--- src/rtl/spi_slave_shifter.sv ---
module spi_slave_shifter #(
  parameter int WORD_W      = 16,
  parameter int SYNC_STAGES = 2
) (
  input  logic              clk,
  input  logic              rst_n,
  input  logic              cfg_cpol,
  input  logic              cfg_cpha,
  input  logic              cfg_wide,
  input  logic              buf_wr,
  input  logic [WORD_W-1:0] buf_wdata,
  output logic [WORD_W-1:0] buf_q,
  output logic              done,
  input  logic              sck,
  input  logic              ssel_n,
  input  logic              mosi,
  output logic              miso,
  output logic              miso_oe
);
  localparam int HALF_W = WORD_W / 2;
  localparam int CW     = $clog2(WORD_W);
  localparam logic [CW-1:0] LAST_WIDE = CW'(WORD_W - 1);
  localparam logic [CW-1:0] LAST_HALF = CW'(HALF_W - 1);

  logic [SYNC_STAGES-1:0] sck_sy, ssn_sy, mosi_sy;
  logic sck_q, sel_q, armed;
  logic [CW-1:0]       cnt;
  logic [WORD_W-2:0]   rx;
  logic [WORD_W-1:0]   tx;
  logic [WORD_W-1:0]   rx_word;

  always_ff @(posedge clk or negedge rst_n) begin
    if (!rst_n) begin
      sck_sy  <= '0;
      ssn_sy  <= '1;
      mosi_sy <= '0;
    end else begin
      sck_sy  <= {sck_sy[SYNC_STAGES-2:0], sck};
      ssn_sy  <= {ssn_sy[SYNC_STAGES-2:0], ssel_n};
      mosi_sy <= {mosi_sy[SYNC_STAGES-2:0], mosi};
    end
  end

  wire sck_s   = sck_sy[SYNC_STAGES-1];
  wire mosi_s  = mosi_sy[SYNC_STAGES-1];
  wire sel     = ~ssn_sy[SYNC_STAGES-1];
  wire sel_on  = sel & ~sel_q;
  wire rise    = sck_s & ~sck_q;
  wire fall    = ~sck_s & sck_q;
  wire act     = cfg_cpol ? fall : rise;
  wire ret     = cfg_cpol ? rise : fall;
  wire samp    = cfg_cpha ? ret : act;
  wire shft    = cfg_cpha ? act : ret;
  wire last    = cnt == (cfg_wide ? LAST_WIDE : LAST_HALF);
  wire live    = cfg_cpha | armed;

  assign rx_word = cfg_wide ? {rx, mosi_s}
                            : {{HALF_W{1'b0}}, rx[HALF_W-2:0], mosi_s};

  always_ff @(posedge clk or negedge rst_n) begin
    if (!rst_n) begin
      sck_q <= 1'b0;
      sel_q <= 1'b0;
      armed <= 1'b0;
      cnt   <= '0;
      rx    <= '0;
      tx    <= '0;
      buf_q <= '0;
      done  <= 1'b0;
    end else begin
      sck_q <= sck_s;
      sel_q <= sel;
      done  <= 1'b0;
      if (buf_wr) buf_q <= buf_wdata;
      if (!sel) begin
        cnt   <= '0;
        armed <= 1'b0;
      end else if (sel_on) begin
        cnt   <= '0;
        armed <= 1'b1;
        tx    <= buf_q;
      end else if (live) begin
        if (shft) tx <= (cfg_cpha && cnt == '0) ? buf_q : tx << 1;
        if (samp) begin
          rx <= {rx[WORD_W-3:0], mosi_s};
          if (last) begin
            cnt   <= '0;
            armed <= 1'b0;
            done  <= 1'b1;
            buf_q <= rx_word;
          end else begin
            cnt <= cnt + 1'b1;
          end
        end
      end
    end
  end

  assign miso_oe = sel;
  assign miso    = sel & (cfg_wide ? tx[WORD_W-1] : tx[HALF_W-1]);
endmodule

--- config.mk ---
export PLATFORM = sky130hd
export DESIGN_NAME = spi_slave_shifter
export DESIGN_NICKNAME = d
export VERILOG_FILES = /design/src/rtl/spi_slave_shifter.sv
export SDC_FILE = /design/constraint.sdc
export NUM_CORES = 1
export LEC_CHECK = 0
export ABC_AREA = 1
export BUFFER_PORTS_ARGS = -buffer_cell sky130_fd_sc_hd__buf_4
export CORE_MARGIN = 2
export CORE_UTILIZATION = 45
export DETAILED_ROUTE_END_ITERATION = 8
export HOLD_SLACK_MARGIN = 0.02
export PLACE_DENSITY = 0.65
export SLEW_MARGIN = 20
export SYNTH_ARGS = -nofsm -noshare
export SYNTH_HDL_FRONTEND = slang
export SYNTH_SLANG_ARGS = --single-unit
--- constraint.sdc ---
create_clock -name clk -period 2.02 [get_ports clk]
set_input_delay 0.404 -clock clk [delete_from_list [all_inputs] [get_ports clk]]
set_output_delay 0.404 -clock clk [all_outputs]
set_load 0.005 [all_outputs]
==> results of run 1 <==
==> metal layers <==
layer  wire length (um)  share of wire
met1               3210           0.46
met2               3290           0.48
met3                293          0.042
met4                136          0.020
met5                  0              0
==> flip-flops by register name (all words and copies together) (netlist names) <==
signal   flops
mosi_sy      2
sck_q        1
armed        1
sck_sy       2
buf_q       16
ssn_sy       2
rx          15
cnt          4
done         1
tx          16
sel_q        1
==> power groups by stage <==
| stage | combinational (uW) | clock [uW] | sequential, uW |
|---|---|---|---|
| finish | 456 | 1100 | 1450 |
| global route | 524 | 1180 | 1470 |
| CTS | 462 | 1120 | 1450 |
| detailed placement | 460 | 0 | 1470 |
| global placement | 450 | 0 | 1470 |
| floorplan | 279 | 0 | 1440 |
==> cell type report <==
class                      count  area share
clock buffer                  10      0.0380
clock inverter                 6      0.0173
inverter                      23      0.0238
multi-input combinational    264       0.358
sequential                    61       0.422
tap                           77      0.0266
timing repair buffer          53       0.114
==> worst max-delay path: stages, from the launching register on <==
cell and delay [ps]:
dfstp_2 580, inv_2 130, buf_4 200, buf_4 140
==> metrics by stage <==
| step | cells | total power (uW) | setup slack [ps] | util | area, sq um |
|---|---|---|---|---|---|
| finish | 494 | 3010 | 218 | 0.564 | 3620 |
| floorplan | 367 | 1720 | 664 | - | 3020 |
| CTS | 494 | 3030 | 200 | 0.564 | 3620 |
| detailed placement | 477 | 1930 | 450 | 0.531 | 3410 |
| global placement | 477 | 1920 | 515 | 0.531 | 3410 |
| global route | 494 | 3170 | 139 | 0.564 | 3620 |
==> layout by cell type, fill, tap and decap left out <==
| cell type | synthesis | layout |
|---|---|---|
| nor2_4 | 1 | 1 |
| dlygate4sd3_1 | 0 | 1 |
| inv_2 | 4 | 4 |
| nand2_2 | 5 | 5 |
| o21ai_1 | 1 | 1 |
| mux2_2 | 15 | 15 |
| dfstp_2 | 2 | 2 |
| nand2_1 | 150 | 150 |
| o21ai_0 | 2 | 2 |
| nand4_1 | 19 | 19 |
| a21oi_1 | 2 | 2 |
| bufinv_16 | 0 | 1 |
| clkinv_2 | 0 | 2 |
| buf_4 | 4 | 51 |
| buf_12 | 0 | 1 |
| nand3_2 | 3 | 3 |
| inv_1 | 18 | 18 |
| dfrtp_1 | 59 | 59 |
| clkinvlp_4 | 0 | 3 |
| nand3_1 | 55 | 55 |
| nand3_4 | 1 | 1 |
| ha_1 | 2 | 2 |
| clkinv_1 | 1 | 1 |
| clkbuf_8 | 0 | 10 |
| nor2_1 | 8 | 8 |
==> what timing repair did <==
action | 4_1_cts | 5_1_grt
gates resized for setup | 0 | 0
hold buffers | 1 | 0
endpoints found under the hold margin | 23 | 0
==> cell families (layout without fill, tap and decap cells) <==
| logic type | after synthesis | after routing | share of synthesized area |
|---|---|---|---|
| AOI/OAI and AO/OA | 5 | 5 | 0.00827 |
| DFF | 61 | 61 | 0.506 |
| buffers and inverters | 42 | 92 | 0.0658 |
| adders and majority gates | 2 | 2 | 0.00827 |
| muxes | 15 | 15 | 0.0559 |
| and+or+nand+nor | 242 | 242 | 0.356 |
==> worst min-delay path by stage <==
stage,start,to,slack (ps),cells past startpoint
6_report,sck,sck_sy[0],170,1
4_1_cts,sck,sck_sy[0],150,1
3_3_place_gp,mosi_sy[0],mosi_sy[1],330,0
2_1_floorplan,rst_n,armed,110,0
5_1_grt,sck,sck_sy[0],150,1
3_5_place_dp,sck_sy[0],sck_sy[1],340,0
==> flow_summary.yaml, run 1 <==
status:
  outcome: "finished clean"
setup_path:
  path_max_fanout: 13
  cp-startpoint: "ssn_sy[1]"
  critPathRequiredTime_ps: 1620
  rr_worst_depth: 8
  critical_path.endpoint: "miso_oe"
  critPathArrivalTime_ps: 1400
  r2r_slack_ps: 570
  cp-end-kind: "output pin"
  r2r_end: "rx[3]"
  critPathLaunchType: "register"
  r2r-start: "sck_sy[1]"
  worst-setup-path-type: "register to output pin"
routing:
  first_pass_iters: 4
  via_count: 2582
  drt_iter0_drc: 150
  drc_errors: 0
  wl_per_cell_um: 14.0
  via_per_inst: 5.23
  routed_wl_um: 6930
  final_antenna_net_count: 0
cts:
  numCtsBuffers: 9
  clk_pin_slew_worst_paths_ps: 70
  cts-root-buf: "clkbuf_8"
  htree_levels: 3
  cts_tree: "built"
  postCtsSetupBuffers: 0
  cts.sinks: 61
  clk_path_buf_depth: 2
  worstSkewPairLatency_ps: 340
die:
  core_sq_um: 6420
  start_util: 0.471
  ios: 44
  dieHeight_um: 86.0
  placementRows: 29
  die_x_um: 86.0
  dieArea_sq_um: 7390
final_layout:
  final-seq-area_sq_um: 1530
  drive_above_1_share: 0.237
  nNetsFinal: 439
  antennaDiodeCount: 0
  synthToLayoutAreaGrowth_pct: 19.7
  multi_input_area_sq_um: 1300
  nFillCells: 615
sta:
  finClkSkew_ps: 6.12
  worst_pin_slew_ps: 454
  whs_ps: 167
  fmaxAchievable_mhz: 555
  drv_slew: 0
  finalSetupTns_ps: 0
  relSlewSlack: 0.697
  rsz0062_at_grt: "false"
  fin_crit_sh: 0.892
  min_period_ps: 1800
  final-setup-viol-count: 0
  hold_viol_final: 0
placement:
  gp_congestion: 0.813
  place_hpwl_um: 4800
  io_buffers: 43
grt:
  grt_pass1_wl_um: 12000
  use_met3: 0.0414
  grt_max_degree: 37
  gr-usage-met2: 0.321
  top_usage_layer: "met2"
  antenna_found_initial: 0
  use_met1: 0.286
  grt_usage: 0.209
  overflow: 0
  first_global_vias: 2483
flow_run:
  cap_violations: 0
synthesis:
  syn_inst: 367
  synth_ff_type: "dfrtp_1"
  synth.most_common_cell: "nand2_1"
  synth.cell_area_sq_um: 3020
  synth.top_cells.by_area: "dfrtp_1, nand2_1, nand3_1"
  synth.avg_cell_area_sq_um: 8.24
  ys_seq_elements: 61
  synth_edf_count: 0
  synth_top_area_frac: 0.488
  yosysTopAreaCell: "dfrtp_1"
  yosysSeqAreaShare: 0.506
  synthesis.nets: 394
  ys_warn_count: 0
  yosysUniqueCellTypes: 22
  async_flop_share: 1.00
  ys_top_cells_by_count: "nand2_1, dfrtp_1, nand3_1"
pwr:
  power_switching_uw: 848
  cell_internal_pwr_uw: 2160
  p_leak_uw: 0.00198
  p_clk_frac: 0.366
  power_density_nw_per_um2: 830
  comb_power_share: 0.152
  ir_drop_v: 0.000366
  swShare: 0.282
  p_seq_frac: 0.483
min_path:
  holdCritPathClass: "primary input to register"
Note: power is estimated with default switching activity, not from simulation.
==> run 2, diff against run 1 <==
clock period = 2.25 ns   (was 2.02 ns; I/O delays follow)
==> flow_summary.yaml, run 2 (synthesis results as in run 1) <==
cts:
  clk_path_buf_depth: 2
  numCtsBuffers: 9
  cts.sinks: 61
  postCtsSetupBuffers: 0
  hold_buffers: 0
  cts_resized: 0
  worstSkewPairLatency_ps: 340
  htree_levels: 3
  clk_pin_slew_worst_paths_ps: 60
  cts-root-buf: "clkbuf_8"
  cts_tree: "built"
final_layout:
  nFillCells: 610
  final_common_cell: "nand2_1"
  largestRegisters: "buf_q: 16 flops, tx: 16 flops, rx: 15 flops"
  drive_above_1_share: 0.236
  final-seq-area_sq_um: 1530
  utilization: 0.561
  layout_common_cells: "nand2_1, dfrtp_1, nand3_1, buf_4, nand4_1"
  multi_input_area_sq_um: 1300
  synthToLayoutAreaGrowth_pct: 19.1
  nNetsFinal: 437
  antennaDiodeCount: 0
sta:
  min_period_ps: 1770
  fmaxAchievable_mhz: 564
  final-setup-viol-count: 0
  fin_crit_sh: 0.788
  rsz0062_at_grt: "false"
  relSlewSlack: 0.491
  hold_viol_final: 0
  finClkSkew_ps: 8.06
  drv_slew: 0
  worst_pin_slew_ps: 763
  finalSetupTns_ps: 0
  whs_ps: 185
die:
  dieArea_sq_um: 7390
  die_x_um: 86.0
  core_sq_um: 6420
  ios: 44
  placementRows: 29
  dieHeight_um: 86.0
  start_util: 0.471
setup_path:
  r2r_slack_ps: 710
  critPathArrivalTime_ps: 1320
  worstPathCellList: "inv_2, o21ai_0, nor2_1, buf_4"
  critPathLaunchType: "register"
  path_max_fanout: 11
  cp_slowest_stage_delay_ps: 580
  slowest_stage: "dfstp_2"
  critPathBufInv: 2
  worst-setup-path-type: "register to output pin"
  critPathRequiredTime_ps: 1800
  path_delay_family: "flip-flops"
  cp-end-kind: "output pin"
grt:
  grt_pass1_wl_um: 12100
  antenna_found_initial: 0
  first_global_vias: 2468
  overflow: 0
  grt_usage: 0.209
  grt_max_degree: 62
pwr:
  ir_drop_v: 0.000452
  power_density_nw_per_um2: 758
  p_leak_uw: 0.00199
flow_run:
  cap_violations: 0
routing:
  first_pass_iters: 6
  via_count: 2569
  final_antenna_net_count: 0
  wl_per_cell_um: 14.5
  routed_wl_um: 7120
  via_per_inst: 5.22
  drc_errors: 0
  drt_iter0_drc: 158
min_path:
  holdCritPathClass: "primary input to async pin"
placement:
  io_buffers: 43
  place_hpwl_um: 4840
  gp_congestion: 0.825
status:
  outcome: "finished clean"
## run 2: cell types whose count changed in the layout (fill, tap and decap cells not counted), sizes merged
cell,delta
clkinvlp,-3
clkbuf,+2
buf,-1
clkinv,+1
dlygate4sd3,-1
## run 2: metrics by stage
| step | cell area, sq um | worst slack, ps | total power [uW] | cells |
|---|---|---|---|---|
| 2_1_floorplan | 3020 | 848 | 1550 | 367 |
| 3_3_place_gp | 3390 | 687 | 1720 | 476 |
| 3_5_place_dp | 3390 | 636 | 1730 | 476 |
| 4_1_cts | 3600 | 458 | 2750 | 492 |
| 5_1_grt | 3600 | 389 | 2870 | 492 |
| 6_report | 3600 | 477 | 2730 | 492 |
## run 2: metal layers
metal / GRT usage / share of wire / vias to the layer above
li1: - / - / 1274
met1: 0.288 / 0.46 / 1218
met2: 0.321 / 0.47 / 63
met3: 0.0472 / 0.050 / 14
met4: 0.0808 / 0.020 / 0
met5: 0 / 0 / -
## run 2: cell type report
class,count,share of cell area
timing repair buffer,51,0.106
tap,77,0.0268
clock inverter,4,0.0125
inverter,23,0.0240
sequential,61,0.425
multi-input combinational,264,0.360
clock buffer,12,0.0459
## run 2: worst register-to-register path: cells and delay by family (launching register included)
| family | cells | cell delay, ps |
|---|---|---|
| buffers and inverters | 1 | 80 |
| flip-flops | 1 | 410 |
| AND/OR/NAND/NOR | 4 | 940 |
## run 2: final timing paths
path,start,depth (start not counted),to
worst max-delay path,ssn_sy[1],4,miso
worst min-delay path,rst_n,1,rx[0]
worst max register to register,sel_q,5,rx[6]
worst min register to register,mosi_sy[0],0,mosi_sy[1]
max in group asynchronous,rst_n,1,rx[4]
min in group clk,sck,1,sck_sy[0]
## run 2: report_power, final
group | internal [uW] | leakage (uW) | switching (uW)
combinational | 180 | 0.00111 | 222
sequential | 1210 | 0.000770 | 90.4
clock | 597 | 0.000112 | 425
total | 1990 | 0.00199 | 737
